==> src/rtl/mprot_pkg.sv <==
// Shared widths, register offsets and the rule record for the protection checker.
package mprot_pkg;
    localparam int PAGE_W   = 12;   // address page number width (1 MiB pages)
    localparam int ID_W     = 12;   // transaction ID width
    localparam int NPORT    = 10;   // number of ports with a mask/default bit
    localparam int PORT_W   = 4;    // width of the port number input
    localparam int SEC_W    = 2;    // security permission bits
    localparam int IDX_W    = 5;    // rule number field width in the command register
    localparam int REG_W    = 32;   // register data width
    localparam int REGA_W   = 3;    // register offset width

    localparam int CMD_COMMIT_BIT = 5;
    localparam int CMD_FETCH_BIT  = 6;

    localparam int ATTR_VALID_BIT = SEC_W;
    localparam int ATTR_PMASK_LSB = SEC_W + 1;
    localparam int ATTR_DENY_BIT  = SEC_W + 1 + NPORT;

    typedef enum logic [REGA_W-1:0] {
        REG_SEL   = 3'd0,
        REG_RANGE = 3'd1,
        REG_IDWIN = 3'd2,
        REG_ATTR  = 3'd3,
        REG_DFLT  = 3'd4
    } reg_off_e;

    typedef struct packed {
        logic [PAGE_W-1:0] pg_hi;
        logic [PAGE_W-1:0] pg_lo;
        logic [ID_W-1:0]   id_hi;
        logic [ID_W-1:0]   id_lo;
        logic              deny;
        logic [NPORT-1:0]  pmask;
        logic              valid;
        logic [SEC_W-1:0]  sec;
    } rule_t;
endpackage

==> src/rtl/mprot_decide.sv <==
// Match every rule against the transaction, pick the lowest-numbered hit,
// fall back to the per-port default, and register the decision.
// Assumes the rule array is stable for the cycle the transaction is sampled.
module mprot_decide
    import mprot_pkg::*;
#(
    parameter int NUM_RULES = 20,
    parameter int ADDR_W    = 32
) (
    input  logic              clk,
    input  logic              rst_n,
    input  rule_t             rules_i [NUM_RULES],
    input  logic [NPORT-1:0]  dflt_i,
    input  logic              txn_valid,
    input  logic [ADDR_W-1:0] txn_addr,
    input  logic [ID_W-1:0]   txn_id,
    input  logic [PORT_W-1:0] txn_port,
    input  logic              txn_secure,
    output logic              dec_valid,
    output logic              dec_reject,
    output logic              dec_hit,
    output logic [IDX_W-1:0]  dec_rule
);
    logic [PAGE_W-1:0]    page;
    logic                 port_ok;
    logic [NUM_RULES-1:0] hit_vec;
    logic                 win_found;
    logic [IDX_W-1:0]     win_idx;
    logic                 win_deny;
    logic                 dflt_rej;
    logic [NPORT-1:0]     dflt_sh;

    assign page    = txn_addr[ADDR_W-1 -: PAGE_W];
    assign port_ok = (32'(txn_port) < NPORT);

    for (genvar g = 0; g < NUM_RULES; g++) begin : g_match
        logic [NPORT-1:0] pm_sh;
        logic             sec_ok;
        // Evaluate all hit conditions of one rule.
        always_comb begin
            pm_sh      = rules_i[g].pmask >> txn_port;
            sec_ok     = txn_secure ? rules_i[g].sec[0] : rules_i[g].sec[1];
            hit_vec[g] = rules_i[g].valid && port_ok && pm_sh[0] && sec_ok
                      && (page >= rules_i[g].pg_lo) && (page <= rules_i[g].pg_hi)
                      && (txn_id >= rules_i[g].id_lo) && (txn_id <= rules_i[g].id_hi);
        end
    end

    // Lowest-numbered hit wins; scan from the top so lower indices overwrite.
    always_comb begin
        win_found = 1'b0;
        win_idx   = '0;
        win_deny  = 1'b0;
        for (int i = NUM_RULES - 1; i >= 0; i--) begin
            if (hit_vec[i]) begin
                win_found = 1'b1;
                win_idx   = IDX_W'(i);
                win_deny  = rules_i[i].deny;
            end
        end
    end

    // Default response for the port; unknown ports are rejected.
    always_comb begin
        dflt_sh  = dflt_i >> txn_port;
        dflt_rej = port_ok ? dflt_sh[0] : 1'b1;
    end

    // Register the decision one cycle after the transaction.
    always_ff @(posedge clk) begin
        if (!rst_n) begin
            dec_valid  <= 1'b0;
            dec_reject <= 1'b0;
            dec_hit    <= 1'b0;
            dec_rule   <= '0;
        end else begin
            dec_valid  <= txn_valid;
            dec_reject <= txn_valid && (win_found ? win_deny : dflt_rej);
            dec_hit    <= txn_valid && win_found;
            dec_rule   <= (txn_valid && win_found) ? win_idx : '0;
        end
    end


    valid_pipe_chk: assert property (@(posedge clk) disable iff (!rst_n)
        txn_valid |=> dec_valid);

    idle_pipe_chk: assert property (@(posedge clk) disable iff (!rst_n)
        !txn_valid |=> !dec_valid);

    default_resp_chk: assert property (@(posedge clk) disable iff (!rst_n)
        (txn_valid && (hit_vec == '0)) |=> (!dec_hit && (dec_reject == $past(dflt_rej))));

    rule0_first_chk: assert property (@(posedge clk) disable iff (!rst_n)
        (txn_valid && hit_vec[0]) |=> (dec_hit && (dec_rule == '0)));
endmodule

==> config.mk <==
export PLATFORM = sky130hd
export DESIGN_NAME = mprot_decide
export DESIGN_NICKNAME = d
export VERILOG_FILES = /design/src/rtl/mprot_pkg.sv /design/src/rtl/mprot_decide.sv
export SDC_FILE = /design/constraint.sdc
export NUM_CORES = 1
export LEC_CHECK = 0
export ABC_AREA = 1
export BUFFER_PORTS_ARGS = -buffer_cell sky130_fd_sc_hd__buf_2
export CAP_MARGIN = 10
export CORE_AREA = 2 2 506 508
export DETAILED_ROUTE_END_ITERATION = 10
export DIE_AREA = 0 0 508 510
export PLACE_DENSITY_LB_ADDON = 0.08
export SYNTH_ARGS = -nofsm -noshare
export SYNTH_HDL_FRONTEND = slang
export SYNTH_SLANG_ARGS = --single-unit
==> constraint.sdc <==
create_clock -name clk -period 7.7 [get_ports clk]
set_input_delay 0.77 -clock clk [delete_from_list [all_inputs] [get_ports clk]]
set_output_delay 0.77 -clock clk [all_outputs]
set_load 0.005 [all_outputs]
Word level (Yosys, flattened, before mapping)
Index checks and enable logic that the tools add are counted.
{ "classes": {"n_lt_le_gt_ge": 81, "n_shift": 21, "mux": 81, "n_bitwise": 2, "n_reduce_logical": 147} }
{ "op_table": {"columns": ["operator", "n"], "rows": [
  [">= comparator 12 bit", 40],
  ["less-or-equal comparator 12 bit", 40],
  ["right shift 10 x 4 -> 1 bit", 21],
  ["logical AND 1 bit", 142],
  ["two-way mux 1 bit", 63],
  ["two-way mux 4 bit", 8],
  ["two-way mux 5 bit", 4],
  ["OR reduction 18 bit", 1],
  ["two-way mux 3 bit", 4],
  ["OR reduction 10 bit", 1],
  ["OR reduction 6 bit", 1],
  ["less-than comparator 4 bit, second input constant", 1],
  ["two-way mux 2 bit", 2],
  ["OR reduction 4 bit", 1],
  ["OR reduction 3 bit", 1],
  ["NOT 1 bit", 2]
]} }
{ "word_totals": {"ff_bits": 8, "in_bits": 1302, "output_inout_bits": 8, "word_cells": 340} }

Logic depth before layout (Yosys ltp)
{ "logic_depth": {"word_depth": 31, "ltp_mapped": 34, "mapped_depth_nobuf": 34} }

Least setup slack after synthesis
No wires, ideal clock.
{ "synth_path": {"path_kind": "input-to-reg", "start": "input txn_addr[20]", "end": "register dec_reject", "setup_ps": 120, "t_arrival_ps": 3522, "required_time_ps": 7580, "setup_slack_ps": 4058, "cell_stages": 22, "path_buffers": 0, "cell_sequence": "inv_1 ha_1 o21ai_0 a21boi_0 o21ai_0 nand2_1 nand2_1 nand2_1 nand2_1 nand2_1 a21boi_0 nor2_1 o21ai_2 nand2_1 inv_2 nand2_2 nor2_1 nand3_1 nor3_2 nor2_4 a31oi_1 a21oi_2"} }
{ "synth_between": {"elab_chain_len": 27, "word_cells_on_any_way": 162, "classes_between": "order compare: 40; mux: 41; reduce/logical: 81"} }
{ "synth_lines": {"columns": ["item", "line", "text"], "rows": [
  ["start: declaration", "mprot_decide.sv:15", "input logic [ADDR_W-1:0] txn_addr,"],
  [">= comparator 12 bit", "mprot_decide.sv:44", "&& (page >= rules_i[g].pg_lo) && (page <= rules_i[g].pg_hi)"],
  ["logical AND 1 bit (2 in series)", "mprot_decide.sv:44", null],
  ["logical AND 1 bit (2 in series)", "mprot_decide.sv:45", "&& (txn_id >= rules_i[g].id_lo) && (txn_id <= rules_i[g].id_hi);"],
  ["two-way mux 1 bit (20 in series)", "mprot_decide.sv:55", "if (hit_vec[i]) begin"],
  ["two-way mux 1 bit (*)", "mprot_decide.sv:78", "dec_reject <= txn_valid && (win_found ? win_deny : dflt_rej);"],
  ["logical AND 1 bit (*)", "mprot_decide.sv:78", null],
  ["end signal: assignment", "mprot_decide.sv:78", null],
  ["end: declaration", "mprot_decide.sv:20", "output logic dec_reject,"]
]} }
Mark *: on every way between the ends. The rest lies on a longest branch, timed or not.
A chain may end at the register's enable or synchronous reset.

Worst setup path in the final report
{ "layout_path": {"start": "input txn_port[1]", "end": "register dec_reject"} }
{ "layout_between": {"elab_chain_len": 30, "word_cells_on_any_way": 205, "classes_between": "order compare: 1; shift: 21; mux: 42; reduce/logical: 141"} }
{ "layout_lines": {"columns": ["item", "line", "text"], "rows": [
  ["start: declaration", "mprot_decide.sv:17", "input logic [PORT_W-1:0] txn_port,"],
  ["less-than comparator 4 bit", "mprot_decide.sv:34", "assign port_ok = (32'(txn_port) < NPORT);"],
  ["logical AND 1 bit (3 in series)", "mprot_decide.sv:43", "hit_vec[g] = rules_i[g].valid && port_ok && pm_sh[0] && sec_ok"],
  ["logical AND 1 bit (2 in series)", "mprot_decide.sv:44", null],
  ["logical AND 1 bit (2 in series)", "mprot_decide.sv:45", null],
  ["two-way mux 1 bit (20 in series)", "mprot_decide.sv:55", null],
  ["two-way mux 1 bit (*)", "mprot_decide.sv:78", null],
  ["logical AND 1 bit (*)", "mprot_decide.sv:78", null]
]} }
Marks and branches as above.

==> metrics.csv <==
stage,metric,value,unit
power,part of the power in the clock network,4.1,%
logic_synthesis,Post-synth EDFFs,0,
logic_synthesis,main combinational cell family by area after synthesis,adder cells,
logic_synthesis,top_reg_cell synth,dfxtp_1,
power,Reg power frac,2.0,%
power,switching share of power,57.98,%
power,Switch Pwr,1.232,mW
placed_design,GPL Wtd Cong,0.8242,
clock_tree,CTS Sinks,8,
grt,Tot GR Track Use,15.98,%
clock_tree,Resized cells post-CTS,0,
critical_path,delay of the slowest cell on the worst path,0.70,ns
die,die width,508,µm
clock_tree,root buffer cell,clkbuf_16,
power,total power draw,2.125,mW
power,LEAKAGE,22.68,nW
critical_path,Crit path arrival time,5.08,ns
power,Comb power frac,93.8,%
placed_design,PortBufs,1289,
timing,final setup vio count,0,
finish,Fillers,30050,
logic_synthesis,Synth top cells by count,"1100 x inv_1, 960 x ha_1, 657 x nand2_1",
logic_synthesis,Synth Net Count,6527,
logic_synthesis,adder-cell share of the synthesized area,44.22,%
logic_synthesis,Syn Inst Count,4265,
power,Int Power,893.0,µW
critical_path,crit-path cells,buf_4 > inv_2 > buf_4 > o21ai_0 > o221ai_1 > o21ai_1 > nor2_1 > o21ai_1 > a221oi_1 > nand3_1 > o21ai_0 > nor2_1 > nand2_1 > nand2_1 > nand2_1 > nand2_1 > nand2_1 > nand2_1 > nand2_1 > nand2_1 > nand2_1 > a21oi_2,
clock_tree,TritonCTS Buffers,3,
logic_synthesis,"Seq/Total Area, Yosys",0.5895,%
timing,Hold Fails Final Rpt,0,
route,vias per cell,3.692,
placed_design,dpl cell area,38120,µm²
logic_synthesis,multiplexer share of the synthesized area,0.5895,%
route,DR vias,33280,
flow_run,total of max-cap violations,0,
power,Peak VDD IR,0.00003357,V
finish,area of the multi-input gates,22540,µm²
logic_synthesis,yosys warns,0,
power,PD cells,55.41,nW/µm²
finish,layout cell share with drive strength beyond 1,25.10,%
critical_path,Most common cell on crit path,nand2_1,
clock_tree,CTS tree,yes,
route,drc violations,0,
timing,crit share post-route,64.43,%
placed_design,post-DP HPWL,190500,µm
clock_tree,Clock transition at path regs,0.04,ns
logic_synthesis,synth unique cells,54,
grt,initial antenna violation count,216,
finish,layout net count,7846,
logic_synthesis,most common cell in the netlist,inv_1,
clock_tree,Clock Path Buffers,2,
die,Starting Density,10.72,%
die,die height,510,µm
grt,global-route wire length before repair,283400,µm
logic_synthesis,top post-synthesis cells by area,"ha_1 44%, inv_1 15%, nand2_1 9.1%",
die,Cell Rows,185,
route,WL final,216300,µm
timing,f_max,201.6,MHz
timing,Slew headroom,18.00,%
route,DR iter-0 viols,1217,
route,First-pass DRT Iterations,7,
critical_path,WP data required,7.82,ns
finish,final instance area,38360,µm²
critical_path,CP Class,in2reg,
status,outcome,finished clean,
clock_tree,# hold bufs at CTS,0,
timing,sum of negative setup slack,0,ns
die,num ports,1310,
logic_synthesis,ys async rst share,0,%
finish,Layout area overhead,41.19,%
clock_tree,H-tree levels,1,
critical_path,CP startpoint kind,input pin,
logic_synthesis,Yosys top cell area share,44.22,%
logic_synthesis,Yosys top cell by area,ha_1,
clock_tree,Post-CTS Setup Inserts,0,
critical_path,"Slowest-stage cell, CP",inv_2,
die,Core Box Area,253500,µm²
logic_synthesis,Synth Area in Compound Gates,18.25,%
timing,measured slew at the worst slew-check pin,1.230,ns
critical_path,"Max FO, Critical Path",24,
grt,largest net degree at the start of global routing,60,
min_path,Min-Delay Path Class,in2reg,
logic_synthesis,Syn Area/Cell,6.370,µm²
timing,Final Max Tran Viols,0,
timing,post-layout min period,4.961,ns
logic_synthesis,Yosys reg bits,8,
die,die area,259100,µm²
logic_synthesis,Synth Area in Simple Gates,19.82,%
route,antenna-violating nets left,0,
grt,number of global-route vias before repair,34450,
logic_synthesis,xor/xnor share of the synthesized area,0,%
route,WL/cell,23.99,µm
grt,total grt overflow,0,
finish,Storage cell area,160.2,µm²
timing,RSZ-0062 raised after global routing,no,
logic_synthesis,post-synthesis cell area,27170,µm²
critical_path,Worst setup EP type,flip-flop,
## cell usage in the layout, fill, tap and decap left out, types with 18 or more instances in the layout
cell,netlist,routed
a211oi_1,31,31
o211ai_1,44,44
buf_4,5,62
nand3_1,123,123
a21oi_1,399,399
buf_2,17,1285
o21bai_1,19,19
o21ai_1,61,62
inv_1,1100,1098
nor3_1,27,27
nand4_1,115,115
o22ai_1,18,18
diode_2,0,65
nor2_1,302,302
o21a_1,41,41
o221ai_1,20,20
o21ai_0,161,160
ha_1,960,960
nand2_1,657,657
## kinds of logic after synthesis
family,after synthesis
AND/OR/NAND/NOR,1264
AO/OA/AOI/OAI,863
buffers and inverters,1154
adder cells (fa/ha/maj),960
flip-flops,8
multiplexers,16
## area by class of cell
cell class | count | area share, %
Sequential cell | 8 | 0.4175
Multi-Input combinational cell | 3103 | 58.75
Tap cell | 3366 | 10.98
Timing Repair Buffer | 1354 | 18.32
Antenna cell | 65 | 0.4241
Inverter | 1114 | 10.91
Clock buffer | 3 | 0.1957
## flip-flops by register name, summed over array words and instances, names as in the netlist
| name | flops |
|---|---|
| dec_reject | 1 |
| dec_valid | 1 |
| dec_rule | 5 |
| dec_hit | 1 |
## per-layer routing
metal | global-route usage [%] | share of wire (%) | vias to the layer above
met5 | 0 | 0.40 | -
met4 | 2.289 | 1.7 | 140
met3 | 3.700 | 6.3 | 334
met2 | 30.21 | 51 | 1088
met1 | 18.39 | 41 | 14840
li1 | - | - | 16880
## metrics by stage
stage	cells	hold WS, ns	setup WS, ns	util [%]
CTS	8948	0.8193	2.365	15.07
finish	9013	0.8185	2.739	15.13
global route	8963	0.8524	2.193	15.08
detailed placement	8945	1.060	2.144	15.04
global placement	8945	1.075	2.103	15.04
floorplan	4265	0.9479	4.058	-
## path summary, 6_finish.rpt
check,to,depth (start not counted),start,slack [ns]
worst max-delay path,dec_reject$_SDFF_PN0_,22,txn_port[1],2.74
worst min-delay path,dec_valid$_SDFF_PN0_,3,rst_n,0.82
## power by group through the flow
stage               sequential, mW  combinational [mW]  clock [mW]
detailed placement          0.0440                2.07           0
CTS                         0.0434                2.09      0.0885
finish                      0.0432                1.99      0.0879
floorplan                   0.0436               0.993           0
global route                0.0433                2.31      0.0907
global placement            0.0440                2.07           0
## worst max-delay path, delay by kind of cell
kind            cells  cell delay (ns)
buf+inv             3             1.39
compound gates      7             1.72
simple gates       12             1.12
No activity file was read; power rests on OpenSTA's default activity.
